[src/rtl/vic_pkg.sv]
package vic_pkg;
    typedef enum logic [2:0] {
        RG_STAT  = 3'd0,
        RG_PEND  = 3'd1,
        RG_EN    = 3'd2,
        RG_ACK   = 3'd3,
        RG_SETEN = 3'd4,
        RG_CLREN = 3'd5,
        RG_VEC   = 3'd6,
        RG_MCTL  = 3'd7
    } reg_idx_e;

    localparam int unsigned DATA_W = 32;
endpackage

[src/rtl/vic_capture.sv]
module vic_capture #(
    parameter int unsigned N_SRC = 32,
    parameter logic [N_SRC-1:0] KIND = '0
) (
    input  logic             clk,
    input  logic             rst_n,
    input  logic [N_SRC-1:0] src_i,
    input  logic             hw_on_i,
    input  logic [N_SRC-1:0] clr_i,
    input  logic [N_SRC-1:0] swset_i,
    output logic [N_SRC-1:0] status_o
);
    typedef struct packed {
        logic [N_SRC-1:0] prev;
        logic [N_SRC-1:0] sts;
    } cap_t;

    cap_t cap_d, cap_q;
    logic [N_SRC-1:0] hit;

    for (genvar g = 0; g < N_SRC; g++) begin : g_kind
        if (KIND[g]) begin : g_edge
            assign hit[g] = src_i[g] & ~cap_q.prev[g];
        end else begin : g_level
            assign hit[g] = src_i[g];
        end
    end

    always_comb begin
        cap_d      = cap_q;
        cap_d.prev = src_i;
        cap_d.sts  = (cap_q.sts & ~clr_i) | (hit & {N_SRC{hw_on_i}}) | swset_i;
    end

    always_ff @(posedge clk or negedge rst_n) begin
        if (!rst_n) cap_q <= '0;
        else        cap_q <= cap_d;
    end

    assign status_o = cap_q.sts;


    ack_clears_chk: assert property (@(posedge clk) disable iff (!rst_n)
        (!hw_on_i && swset_i == '0) |=> ((cap_q.sts & $past(clr_i)) == '0));
endmodule

[src/rtl/vic_prio.sv]
module vic_prio #(
    parameter int unsigned N_SRC = 32
) (
    input  logic [N_SRC-1:0] pend_i,
    output logic             any_o,
    output logic [31:0]      vec_o
);
    always_comb begin
        vec_o = '1;
        for (int i = N_SRC - 1; i >= 0; i--) begin
            if (pend_i[i]) vec_o = 32'(i);
        end
        any_o = |pend_i;
    end
endmodule

[src/rtl/vic_top.sv]
module vic_top #(
    parameter int unsigned N_SRC = 32,
    parameter logic [N_SRC-1:0] KIND = '0
) (
    input  logic             clk,
    input  logic             rst_n,
    input  logic [N_SRC-1:0] src_i,
    input  logic             bus_we,
    input  logic [4:0]       bus_addr,
    input  logic [31:0]      bus_wdata,
    output logic [31:0]      bus_rdata,
    output logic             irq_o
);
    import vic_pkg::*;

    typedef struct packed {
        logic [N_SRC-1:0] en;
        logic             me;
        logic             hie;
        logic             irq;
    } ctl_t;

    ctl_t ctl_d, ctl_q;

    reg_idx_e         widx;
    logic [N_SRC-1:0] wmask;
    logic [N_SRC-1:0] status;
    logic [N_SRC-1:0] pend;
    logic [N_SRC-1:0] ack_m;
    logic [N_SRC-1:0] sw_m;
    logic             any;
    logic [31:0]      vec;

    assign widx  = reg_idx_e'(bus_addr[4:2]);
    assign wmask = bus_wdata[N_SRC-1:0];
    assign ack_m = (bus_we && widx == RG_ACK) ? wmask : '0;
    assign sw_m  = (bus_we && widx == RG_STAT && !ctl_q.hie) ? wmask : '0;
    assign pend  = status & ctl_q.en;

    vic_capture #(.N_SRC(N_SRC), .KIND(KIND)) u_cap (
        .clk      (clk),
        .rst_n    (rst_n),
        .src_i    (src_i),
        .hw_on_i  (ctl_q.hie),
        .clr_i    (ack_m),
        .swset_i  (sw_m),
        .status_o (status)
    );

    vic_prio #(.N_SRC(N_SRC)) u_prio (
        .pend_i (pend),
        .any_o  (any),
        .vec_o  (vec)
    );

    always_comb begin
        ctl_d     = ctl_q;
        ctl_d.irq = ctl_q.me & any;
        if (bus_we) begin
            unique case (widx)
                RG_EN:    ctl_d.en = wmask;
                RG_SETEN: ctl_d.en = ctl_q.en | wmask;
                RG_CLREN: ctl_d.en = ctl_q.en & ~wmask;
                RG_MCTL: begin
                    ctl_d.me  = bus_wdata[0];
                    ctl_d.hie = ctl_q.hie | bus_wdata[1];
                end
                default: ;
            endcase
        end
    end

    always_ff @(posedge clk or negedge rst_n) begin
        if (!rst_n) ctl_q <= '0;
        else        ctl_q <= ctl_d;
    end

    always_comb begin
        bus_rdata = '0;
        unique case (widx)
            RG_STAT: bus_rdata[N_SRC-1:0] = status;
            RG_PEND: bus_rdata[N_SRC-1:0] = pend;
            RG_EN:   bus_rdata[N_SRC-1:0] = ctl_q.en;
            RG_VEC:  bus_rdata = vec;
            RG_MCTL: bus_rdata[1:0] = {ctl_q.hie, ctl_q.me};
            default: bus_rdata = '0;
        endcase
    end

    assign irq_o = ctl_q.irq;


    seten_or_chk: assert property (@(posedge clk) disable iff (!rst_n)
        (bus_we && widx == RG_SETEN) |=> ((ctl_q.en & $past(wmask)) == $past(wmask)));

    clren_off_chk: assert property (@(posedge clk) disable iff (!rst_n)
        (bus_we && widx == RG_CLREN) |=> ((ctl_q.en & $past(wmask)) == '0));

    hie_lock_chk: assert property (@(posedge clk) disable iff (!rst_n)
        ctl_q.hie |=> ctl_q.hie);

    irq_follow_chk: assert property (@(posedge clk) disable iff (!rst_n)
        (ctl_q.me && pend != '0) |=> irq_o);

    irq_gate_chk: assert property (@(posedge clk) disable iff (!rst_n)
        !ctl_q.me |=> !irq_o);

    vec_idle_chk: assert property (@(posedge clk) disable iff (!rst_n)
        (pend == '0) |-> (vec == 32'hFFFF_FFFF));

    vec_hit_chk: assert property (@(posedge clk) disable iff (!rst_n)
        (pend != '0) |-> (vec < N_SRC && pend[vec[4:0]]));
endmodule

[config.mk]
export PLATFORM = sky130hd
export DESIGN_NAME = vic_top
export DESIGN_NICKNAME = d
export VERILOG_FILES = /design/src/rtl/vic_pkg.sv /design/src/rtl/vic_capture.sv /design/src/rtl/vic_prio.sv /design/src/rtl/vic_top.sv
export SDC_FILE = /design/constraint.sdc
export NUM_CORES = 1
export LEC_CHECK = 0
export ABC_CLOCK_PERIOD_IN_PS = 1500
export BUFFER_PORTS_ARGS = -buffer_cell sky130_fd_sc_hd__buf_2
export CORE_MARGIN = 4
export CORE_UTILIZATION = 38
export CTS_CLUSTER_SIZE = 16
export DETAILED_ROUTE_END_ITERATION = 7
export GPL_TIMING_DRIVEN = 0
export PLACE_DENSITY = 0.69
export SYNTH_ARGS = -nofsm -noshare
export SYNTH_HDL_FRONTEND = slang
export SYNTH_SLANG_ARGS = --single-unit
[constraint.sdc]
create_clock -name clk -period 1.5 [get_ports clk]
set_input_delay 0.075 -clock clk [delete_from_list [all_inputs] [get_ports clk]]
set_output_delay 0.075 -clock clk [all_outputs]
set_load 0.03 [all_outputs]
==> results.cfg, run 1 <==
[timing]
report.final.hold_viol_count = 0
tightestPinTransition_ns = 1.27
min_period_ns = 2.43
finalCritPeriodShare_pct = 162
setup_viol = 33
fin_hold_ws_ns = 0.0126
fin_ws_ns = -0.927
rsz0062_at_grt = true
max_slew_margin_pct = 15.1
final.setup.tns_ns = -27.59
skew_ns = 0.00516
drv_slew = 0
fmax_mhz = 412

[worst_setup_path]
required_ns = 1.42
worst-r2r-setup-slack_ns = -0.34
crit_type = flip-flop to output port
reg2reg_to = irq_o$_DFF_PN0_
cp.arrival_ns = 2.35
reg2regPathDepth = 7
reg2reg_from = ctl_q[30]$_DFFE_PN0P_
cp-start-kind = flip-flop
crit_fanout = 5
crit_path_end_kind = output port

[route]
firstDrtPassIters = 5
drt-initial-drc-count = 343
wl_per_cell_um = 19.9
via_count = 4958
via_per_inst = 6.17
drc = 0
wirelength_um = 15900
postRouteAntennaNets = 0

[layout]
fillCellCount = 953
multi_input_area_mm2 = 0.00282
finalInstanceArea_mm2 = 0.00644
drive_above_1_share_pct = 33.9
seq_area_mm2 = 0.00168
nNetsFinal = 731
num_antenna_cells = 0
syn2layout_area_growth_pct = 48.3
final_cells = 803

[power]
power.density_mw_per_mm2 = 1050
pwr-share-comb_pct = 34.6
p_seq_share_pct = 35.6
switching_share_pct = 35.4
p_switching_mw = 2.38
p_leak_nw = 2.60
p_int_mw = 4.35
p_clk_share_pct = 29.8
irDropWorstVdd_mv = 0.573

[grt]
grt_max_degree = 68
grt-ovfl-total = 0
grt_pass1_vias = 4923
grt_pass1_wl_um = 24900
track_usage_pct = 23.9
antenna_found_initial = 0

[clock_tree]
clock_path_buffers = 2
clock_latency_ns = 0.34
cts_buffers = 9
clockRootBuffer = clkbuf_16
h-tree-depth = 3
cts_sinks = 67
path_clk_slew_ns = 0.05
tritoncts = built

[floorplan]
fp-row-count = 38
io_pins = 105
initial_core_util_pct = 39.3
dieArea_mm2 = 0.0132
die_w_um = 115
core_mm2 = 0.0110
die_y_um = 115

[logic_synthesis]
synthArstFlopShare_pct = 100
synth_nets = 562
synth_warnings = 0
netlist-cell-type-count = 52
synth_area_mm2 = 0.00434
synth-edff-count = 0
synth_mux_area_share_pct = 0.721
synth-simple-area-share_pct = 13.5
synth-seq-cells = 67
synth_xor_area_share_pct = 0
syn_avg_cell_area_um2 = 8.86
synth_fa_ha_area_share_pct = 0
yosysTopAreaCell = dfrtp_1
netlist_instances = 490
synthTopCellsByArea = dfrtp_1 39%, a21oi_1 7.7%, a221o_1 7.6%, a32oi_1 6.7%, a21boi_0 5.5%
ys.flop_type = dfrtp_1
yosysSeqAreaShare_pct = 38.6
synth_compound_area_share_pct = 42.7
synth_top_family_by_area = compound AO/OA/AOI/OAI gates
yosysTopAreaCellShare_pct = 38.6

[min_path]
holdPathStages = 2
holdCritStartpoint = src_i[12]
holdPathEnd = u_cap.status_o[12]$_DFF_PN0_
hold_class = input port to flip-flop

[placed_design]
gp_congestion = 0.861
dp.final_hpwl_um = 10500
post-place-cells = 730
portBuffers = 100
place_area_mm2 = 0.00515

[run_status]
violations = setup timing
outcome = finished, violations left

[run]
drv_cap = 0
[routing by layer]
metal / global-route usage [%] / vias up / share of wire, %
met5: 0 / - / 0
met1: 30.6 / 2424 / 41
met2: 39.9 / 235 / 49
li1: - / 2264 / -
met4: 8.06 / 0 / 2.6
met3: 5.37 / 35 / 7.8
[cells in the final DEF (no fill, tap or decap), drive strengths merged, types with 2 or more instances in the layout]
cell / Yosys / routed
a221o: 33 / 33
a32oi: 33 / 33
a21boi: 32 / 32
a22oi: 10 / 10
dlygate4sd3: 0 / 31
a32o: 2 / 2
dfrtp: 67 / 67
a222oi: 2 / 2
inv: 2 / 2
nor2b: 2 / 2
nor2: 7 / 7
o22a: 2 / 2
a221oi: 2 / 2
nand2: 52 / 52
nand3: 4 / 5
clkbuf: 26 / 38
a21oi: 68 / 68
a21o: 3 / 3
a22o: 6 / 6
buf: 15 / 142
o21ai: 63 / 63
a41oi: 2 / 2
nor3: 4 / 4
nand3b: 3 / 3
nand2b: 32 / 32
clkinv: 0 / 2
mux2i: 2 / 2
[timing repair]
item,CTS,global route
cloned,3,0
endpoints found under the setup margin,64,59
hold buffers,31,0
hold endpoints to repair,97,0
setup buffers,39,9
gates resized for setup,103,28
pin swaps,11,18
[logic make-up (layout without fill, tap and decap cells)]
group	count (synthesis)	after routing
flip-flops	67	67
AO/OA/AOI/OAI	265	265
AND/OR/NAND/NOR	112	113
buffers and inverters	43	215
multiplexers	3	3
[registers in the layout, indices dropped and copies added, names as in the netlist]
| signal | cells |
|---|---|
| ctl_q | 34 |
| u_cap.status_o | 32 |
| irq_o | 1 |
[area by class of cell]
class	instances	share of cell area, %
Clock buffer	13	4.20
Tap cell	140	2.72
Multi-Input combinational cell	381	43.7
Timing Repair Buffer	158	19.7
Inverter	2	0.117
Sequential cell	67	26.1
Buffer	40	3.27
Clock inverter	2	0.155
[power groups by stage]
stage	Combinational (mW)	Sequential [mW]	Clock [mW]
3_3_place_gp	1.81	2.39	0
6_report	2.33	2.39	2.01
5_1_grt	2.51	2.43	2.10
3_5_place_dp	1.86	2.40	0
2_1_floorplan	1.29	2.33	0
4_1_cts	2.19	2.37	2.03
[cell usage after synthesis, types with 3 or more instances]
library cell,n
a21oi_1,67
dfrtp_1,67
nand2_1,52
o21ai_0,42
a221o_1,33
a32oi_1,33
a21boi_0,32
nand2b_1,32
clkbuf_1,26
o21ai_1,13
buf_2,11
a22oi_1,10
o21ai_2,8
a22o_1,6
nor2_1,6
a21o_1,3
nand3_1,3
nand3b_1,3
[metrics by stage]
step,worst slack [ns],total power [mW],utilization [%]
2_1_floorplan,-0.215,3.62,-
3_3_place_gp,-0.662,4.20,46.7
3_5_place_dp,-0.689,4.26,46.7
4_1_cts,-0.928,6.58,57.2
5_1_grt,-0.992,7.04,58.4
6_report,-0.927,6.73,58.4
[critical path, stage by stage (launching register included)]
cell and delay (ns):
dfrtp_1 0.39, a22o_1 0.27, a221oi_2 0.25, nand4_1 0.20
nor3_4 0.23, nand3_4 0.14, buf_6 0.17, buf_16 0.14
o21ai_4 0.07, buf_6 0.16
[worst max path at each step]
| stage | startpoint | to | slack [ns] | cells past startpoint |
|---|---|---|---|---|
| 2_1_floorplan | ctl_q[30]$_DFFE_PN0P_ | bus_rdata[10] | -0.21 | 6 |
| 3_3_place_gp | ctl_q[30]$_DFFE_PN0P_ | bus_rdata[30] | -0.66 | 8 |
| 3_5_place_dp | ctl_q[30]$_DFFE_PN0P_ | bus_rdata[26] | -0.69 | 8 |
| 4_1_cts | u_cap.status_o[27]$_DFF_PN0_ | bus_rdata[26] | -0.93 | 9 |
| 5_1_grt | ctl_q[30]$_DFFE_PN0P_ | bus_rdata[29] | -0.99 | 9 |
| 6_report | ctl_q[30]$_DFFE_PN0P_ | bus_rdata[30] | -0.93 | 9 |
Note: power is estimated with default switching activity, not from simulation.
==> run 2, diff against run 1 <==
--- a/config.mk
+++ b/config.mk
@@ -7,12 +7,14 @@
 export LEC_CHECK = 0
 export ABC_CLOCK_PERIOD_IN_PS = 1500
 export BUFFER_PORTS_ARGS = -buffer_cell sky130_fd_sc_hd__buf_2
+export CAP_MARGIN = 20
 export CORE_MARGIN = 4
 export CORE_UTILIZATION = 38
 export CTS_CLUSTER_SIZE = 16
 export DETAILED_ROUTE_END_ITERATION = 7
 export GPL_TIMING_DRIVEN = 0
 export PLACE_DENSITY = 0.69
+export SKIP_CTS_REPAIR_TIMING = 1
 export SYNTH_ARGS = -nofsm -noshare
 export SYNTH_HDL_FRONTEND = slang
 export SYNTH_SLANG_ARGS = --single-unit
==> run 2 against run 1 <==
Net effect:
- the run ends with hold timing, setup timing left
- register-to-register slack improved by 0.05 ns
- sequential cell count is the same
- die area unchanged
- worst setup slack improved by 0.018 ns
- sequential share of layout area is 1.1 points higher
- count of clock-buffer cells in the layout is the same
- maximum frequency is 0.73% higher
- via count down 2.7%
- utilization shrank 2.2 points
- routed wire length shrank 4.4%
- critical path type unchanged
- critical endpoint is now bus_rdata[27]
==> results.cfg, run 2 (synthesis gave the netlist of run 1 again) <==
[run_status]
outcome = finished, violations left
violations = hold timing, setup timing

[worst_setup_path]
slowest_stage = dfrtp_1
crit_type = flip-flop to output port
max_stage_delay_ns = 0.40
crit_fanout = 10
worst-r2r-setup-slack_ns = -0.29
cp-start-kind = flip-flop
reg2reg_to = irq_o$_DFF_PN0_
crit_chain = a22o_1 > a221oi_2 > nand4_1 > nor3_4 > nand3_4 > buf_8 > o21ai_2 > buf_4
reg2reg_from = ctl_q[30]$_DFFE_PN0P_
reg2regPathDepth = 6
crit_path_end_kind = output port
cp.arrival_ns = 2.33
required_ns = 1.42
crit_family = simple AND/OR/NAND/NOR gates
worst-path-buf-inv = 2

[min_path]
holdPathEnd = u_cap.status_o[25]$_DFF_PN0_
holdPathStages = 2
hold_class = input port to flip-flop
holdCritStartpoint = src_i[25]

[clock_tree]
h-tree-depth = 3
clock_path_buffers = 2
tritoncts = built
path_clk_slew_ns = 0.05
cts_sinks = 67
cts_buffers = 9
clock_latency_ns = 0.34
clockRootBuffer = clkbuf_16

[grt]
grt-ovfl-total = 0
antenna_found_initial = 0
grt_max_degree = 68
track_usage_pct = 22.0
grt_pass1_wl_um = 23200
grt_pass1_vias = 4556

[layout]
layout_commonest_cell = buf_2
multi_input_area_mm2 = 0.00275
seq_area_mm2 = 0.00168
regMostFlops = ctl_q
fillCellCount = 976
final_core_util_pct = 56.2
syn2layout_area_growth_pct = 42.8
final_cells = 788
largest_reg_flops = 34
drive_above_1_share_pct = 32.1
num_antenna_cells = 0
final_cell_mix = 79 x buf_2, 66 x a21oi_1, 63 x dfrtp_1
nNetsFinal = 716

[power]
power.density_mw_per_mm2 = 1070
p_leak_nw = 2.49
irDropWorstVdd_mv = 0.586

[placed_design]
portBuffers = 100
post-place-cells = 730
gp_congestion = 0.861
place_ws_ns = -0.689
dp.final_hpwl_um = 10500

[timing]
report.final.hold_viol_count = 5
setup_viol = 33
final.setup.tns_ns = -27.53
fmax_mhz = 415
tightestPinTransition_ns = 1.24
fin_hold_ws_ns = -0.0265
min_period_ns = 2.41
max_slew_margin_pct = 17.4
rsz0062_at_grt = true
drv_slew = 0
skew_ns = 0.00643
fin_ws_ns = -0.909
finalCritPeriodShare_pct = 161

[floorplan]
die_y_um = 115
dieArea_mm2 = 0.0132
fp-row-count = 38
core_mm2 = 0.0110
initial_core_util_pct = 39.3
die_w_um = 115
io_pins = 105

[route]
drt-initial-drc-count = 349
drc = 0
wl_per_cell_um = 19.4
postRouteAntennaNets = 0
via_per_inst = 6.12
firstDrtPassIters = 4
wirelength_um = 15300
via_count = 4825

[run]
drv_cap = 0
[run 2: changes by cell type in the layout (fill, tap and decap cells not counted), moves of 3 or more]
cell	before	now
dfrtp_2	1	4
dlygate4sd3_1	31	26
buf_6	38	31
o21ai_4	18	15
dfrtp_1	66	63
[run 2: report_power, final]
group          switching [mW]  total (mW)  internal, mW
Combinational            1.23        2.24          1.01
Sequential              0.337        2.40          2.07
Clock                   0.771        2.01          1.24
[run 2: area by class of cell]
cell class,count,share of cell area [%]
multi-input cells,380,44.4
flip-flops and latches,67,27.1
clock buffers,13,4.36
plain buffers,40,3.15
inverters,2,0.121
repair buffers,144,17.9
clock inverters,2,0.162
well taps,140,2.83
[run 2: worst max-delay path by stage]
stage	from	end	depth (start not counted)
finish	ctl_q[30]$_DFFE_PN0P_	bus_rdata[27]	8
global route	ctl_q[30]$_DFFE_PN0P_	bus_rdata[16]	8
CTS	ctl_q[30]$_DFFE_PN0P_	bus_rdata[26]	8
detailed placement	ctl_q[30]$_DFFE_PN0P_	bus_rdata[26]	8
global placement	ctl_q[30]$_DFFE_PN0P_	bus_rdata[30]	8
floorplan	ctl_q[30]$_DFFE_PN0P_	bus_rdata[10]	6
[run 2: through the flow]
| stage | cell area (um^2) | total power, mW | hold slack [ns] |
|---|---|---|---|
| after floorplan | 4470 | 3.62 | -0.221 |
| after global placement | 5150 | 4.20 | 0.311 |
| after detailed placement | 5150 | 4.26 | 0.262 |
| after CTS | 5430 | 6.27 | -0.0920 |
| after global routing | 6200 | 6.97 | -0.000613 |
| final | 6200 | 6.65 | -0.0265 |
[run 2: layer usage]
metal	GRT usage, %	part of all wire (%)	up-vias
li1	-	-	2233
met4	7.75	2.5	0
met5	0	0	-
met3	5.16	7.9	31
met1	28.6	42	2354
met2	36.0	48	207
==> run 3, diff against run 2 <==
--- a/config.mk
+++ b/config.mk
@@ -5,15 +5,16 @@
 export SDC_FILE = /design/constraint.sdc
 export NUM_CORES = 1
 export LEC_CHECK = 0
+export ABC_AREA = 1
 export ABC_CLOCK_PERIOD_IN_PS = 1500
 export BUFFER_PORTS_ARGS = -buffer_cell sky130_fd_sc_hd__buf_2
 export CAP_MARGIN = 20
 export CORE_MARGIN = 4
-export CORE_UTILIZATION = 38
+export CORE_UTILIZATION = 48
 export CTS_CLUSTER_SIZE = 16
 export DETAILED_ROUTE_END_ITERATION = 7
 export GPL_TIMING_DRIVEN = 0
-export PLACE_DENSITY = 0.69
+export PLACE_DENSITY = 0.83
 export SKIP_CTS_REPAIR_TIMING = 1
 export SYNTH_ARGS = -nofsm -noshare
 export SYNTH_HDL_FRONTEND = slang
==> run 3 against run 2 <==
Net effect:
- sequential share of layout area rose by 3.0 points
- highest routed layer unchanged
- global-route usage rose by 2.4 points
- clock skew is 0.0029 ns higher
- the flow still finishes with violations (hold timing, setup timing)
- combinational power down 20%
- routed wire length shrank 15%
- hold slack gained 0.012 ns
- clock power down 22%
- die area fell by 25%
- utilization increased by 12 points
- design area shrank 10%
- area after synthesis shrank 7.2%
- worst setup slack worse by 0.28 ns
==> results.cfg, run 3 <==
[run_status]
outcome = finished, violations left
violations = hold timing, setup timing

[grt]
antenna_found_initial = 0
grt_max_degree = 68
track_usage_pct = 24.4
grt_pass1_vias = 4192
grt-ovfl-total = 0
grt_pass1_wl_um = 19500

[logic_synthesis]
synth_nets = 599
netlist-cell-type-count = 20
ys_top_cells_by_count = 105 x nand2_1, 95 x o211ai_1, 72 x inv_1
synthArstFlopShare_pct = 100
synthTopCellsByArea = dfrtp_1 42%, o211ai_1 18%, nand2_1 9.8%, inv_1 6.7%, o22ai_1 5.0%
ys.flop_type = dfrtp_1
syn_avg_cell_area_um2 = 7.64
synth_area_mm2 = 0.00403
synth-seq-cells = 67
yosysTopAreaCell = dfrtp_1
netlist_instances = 527
yosysMostFrequentCell = nand2_1
yosysTopAreaCellShare_pct = 41.6
synth_warnings = 0
synth-edff-count = 0
yosysSeqAreaShare_pct = 41.6

[timing]
tightestPinTransition_ns = 0.872
skew_ns = 0.00938
fmax_mhz = 372
fin_ws_ns = -1.19
drv_slew = 0
max_slew_margin_pct = 41.9
rsz0062_at_grt = true
setup_viol = 33
fin_hold_ws_ns = -0.0142
finalCritPeriodShare_pct = 179
report.final.hold_viol_count = 1
min_period_ns = 2.69

[worst_setup_path]
critPathLaunch = ctl_q[33]$_DFFE_PN0P_
crit_type = flip-flop to output port
cp.arrival_ns = 2.61
cp-start-kind = flip-flop
max_stage_delay_ns = 0.41
required_ns = 1.42
crit_top_cell = nand2_1
reg2reg_from = ctl_q[30]$_DFFE_PN0P_
slowest_stage = dfrtp_1
crit_fanout = 3
crit_path_end_kind = output port

[floorplan]
dieArea_mm2 = 0.00992
core_mm2 = 0.00818
initial_core_util_pct = 49.3
die_y_um = 99.6
fp-row-count = 33
io_pins = 105
die_w_um = 99.6

[placed_design]
gp_congestion = 0.834
portBuffers = 102
place_ws_ns = -0.801
dp.final_hpwl_um = 8430
post-place-cells = 734
place_area_mm2 = 0.00471

[layout]
nNetsFinal = 764
finalInstanceArea_mm2 = 0.00557
num_antenna_cells = 0
layout_commonest_cell = o211ai_1
drive_above_1_share_pct = 28.8
largest_reg_flops = 34
final_cell_mix = 95 x o211ai_1, 86 x nand2_1, 72 x buf_2
syn2layout_area_growth_pct = 38.3
final_cells = 802
regMostFlops = ctl_q

[route]
wirelength_um = 13000
via_count = 4534
postRouteAntennaNets = 0
drc = 0
via_per_inst = 5.65
drt-initial-drc-count = 321
firstDrtPassIters = 5
wl_per_cell_um = 16.2

[clock_tree]
clock_latency_ns = 0.36
tritoncts = built
clock_path_buffers = 2
h-tree-depth = 3
path_clk_slew_ns = 0.08
clockRootBuffer = clkbuf_8
cts_buffers = 9
cts_sinks = 67

[power]
p_leak_nw = 2.66
power.density_mw_per_mm2 = 997
irDropWorstVdd_mv = 0.519
finalPower_mw = 5.56

[run]
drv_cap = 0

[min_path]
holdCritStartpoint = src_i[30]
hold_class = input port to flip-flop
[run 3: worst max-delay path: cells and delay by family (launching register included)]
kind          cells  cell delay, ns
simple gates     32            1.66
flops             1            0.41
buf+inv           2            0.17
[run 3: power by group]
group | total (mW) | internal (mW) | switching, mW
sequential | 2.19 | 2.00 | 0.185
clock | 1.57 | 0.809 | 0.765
combinational | 1.79 | 0.731 | 1.06
[run 3: worst paths after layout]
| kind | end | slack (ns) | depth (start not counted) |
|---|---|---|---|
| setup / recovery | bus_rdata[0] | -1.19 | 34 |
| hold / removal | u_cap.status_o[30]$_DFF_PN0_ | -0.01 | 3 |
| setup reg to reg | irq_o$_DFF_PN0_ | -0.04 | 8 |
| hold reg to reg | irq_o$_DFF_PN0_ | 0.54 | 2 |
| max in group asynchronous | ctl_q[7]$_DFFE_PN0P_ | 0.56 | 2 |
| min in group asynchronous | ctl_q[28]$_DFFE_PN0P_ | 0.36 | 2 |
[run 3: logic make-up after synthesis]
logic type      count (synthesis)  synth area share (%)
simple gates                  155                  16.5
compound gates                198                  31.9
buf+inv                       107                  9.98
flops                          67                  41.6
[run 3: stage by stage]
stage	TNS [ns]	hold WS, ns	util (%)
6_report	-25.96	-0.0142	68.1
4_1_cts	-37.17	-0.156	60.1
2_1_floorplan	-8.66	-0.221	-
5_1_grt	-29.43	0.0100	68.1
3_3_place_gp	-29.87	0.307	57.6
3_5_place_dp	-32.63	0.239	57.7
[run 3: metal layers]
layer	vias to the layer above	wire length (um)	part of all wire, %	GRT usage [%]
met2	242	6230	48	38.1
met5	-	0	0	0
met1	2102	5420	42	32.4
met3	27	1080	8.3	5.19
li1	2163	-	-	-
met4	0	278	2.1	11.8
[run 3: final cells by class]
type	count	area, um^2
fill	646	2610
multi-input combinational	353	2060
sequential	67	1680
timing repair buffer	155	1070
inverter	77	289
buffer	29	141
clock buffer	10	138
tap	105	131
clock inverter	6	65.1
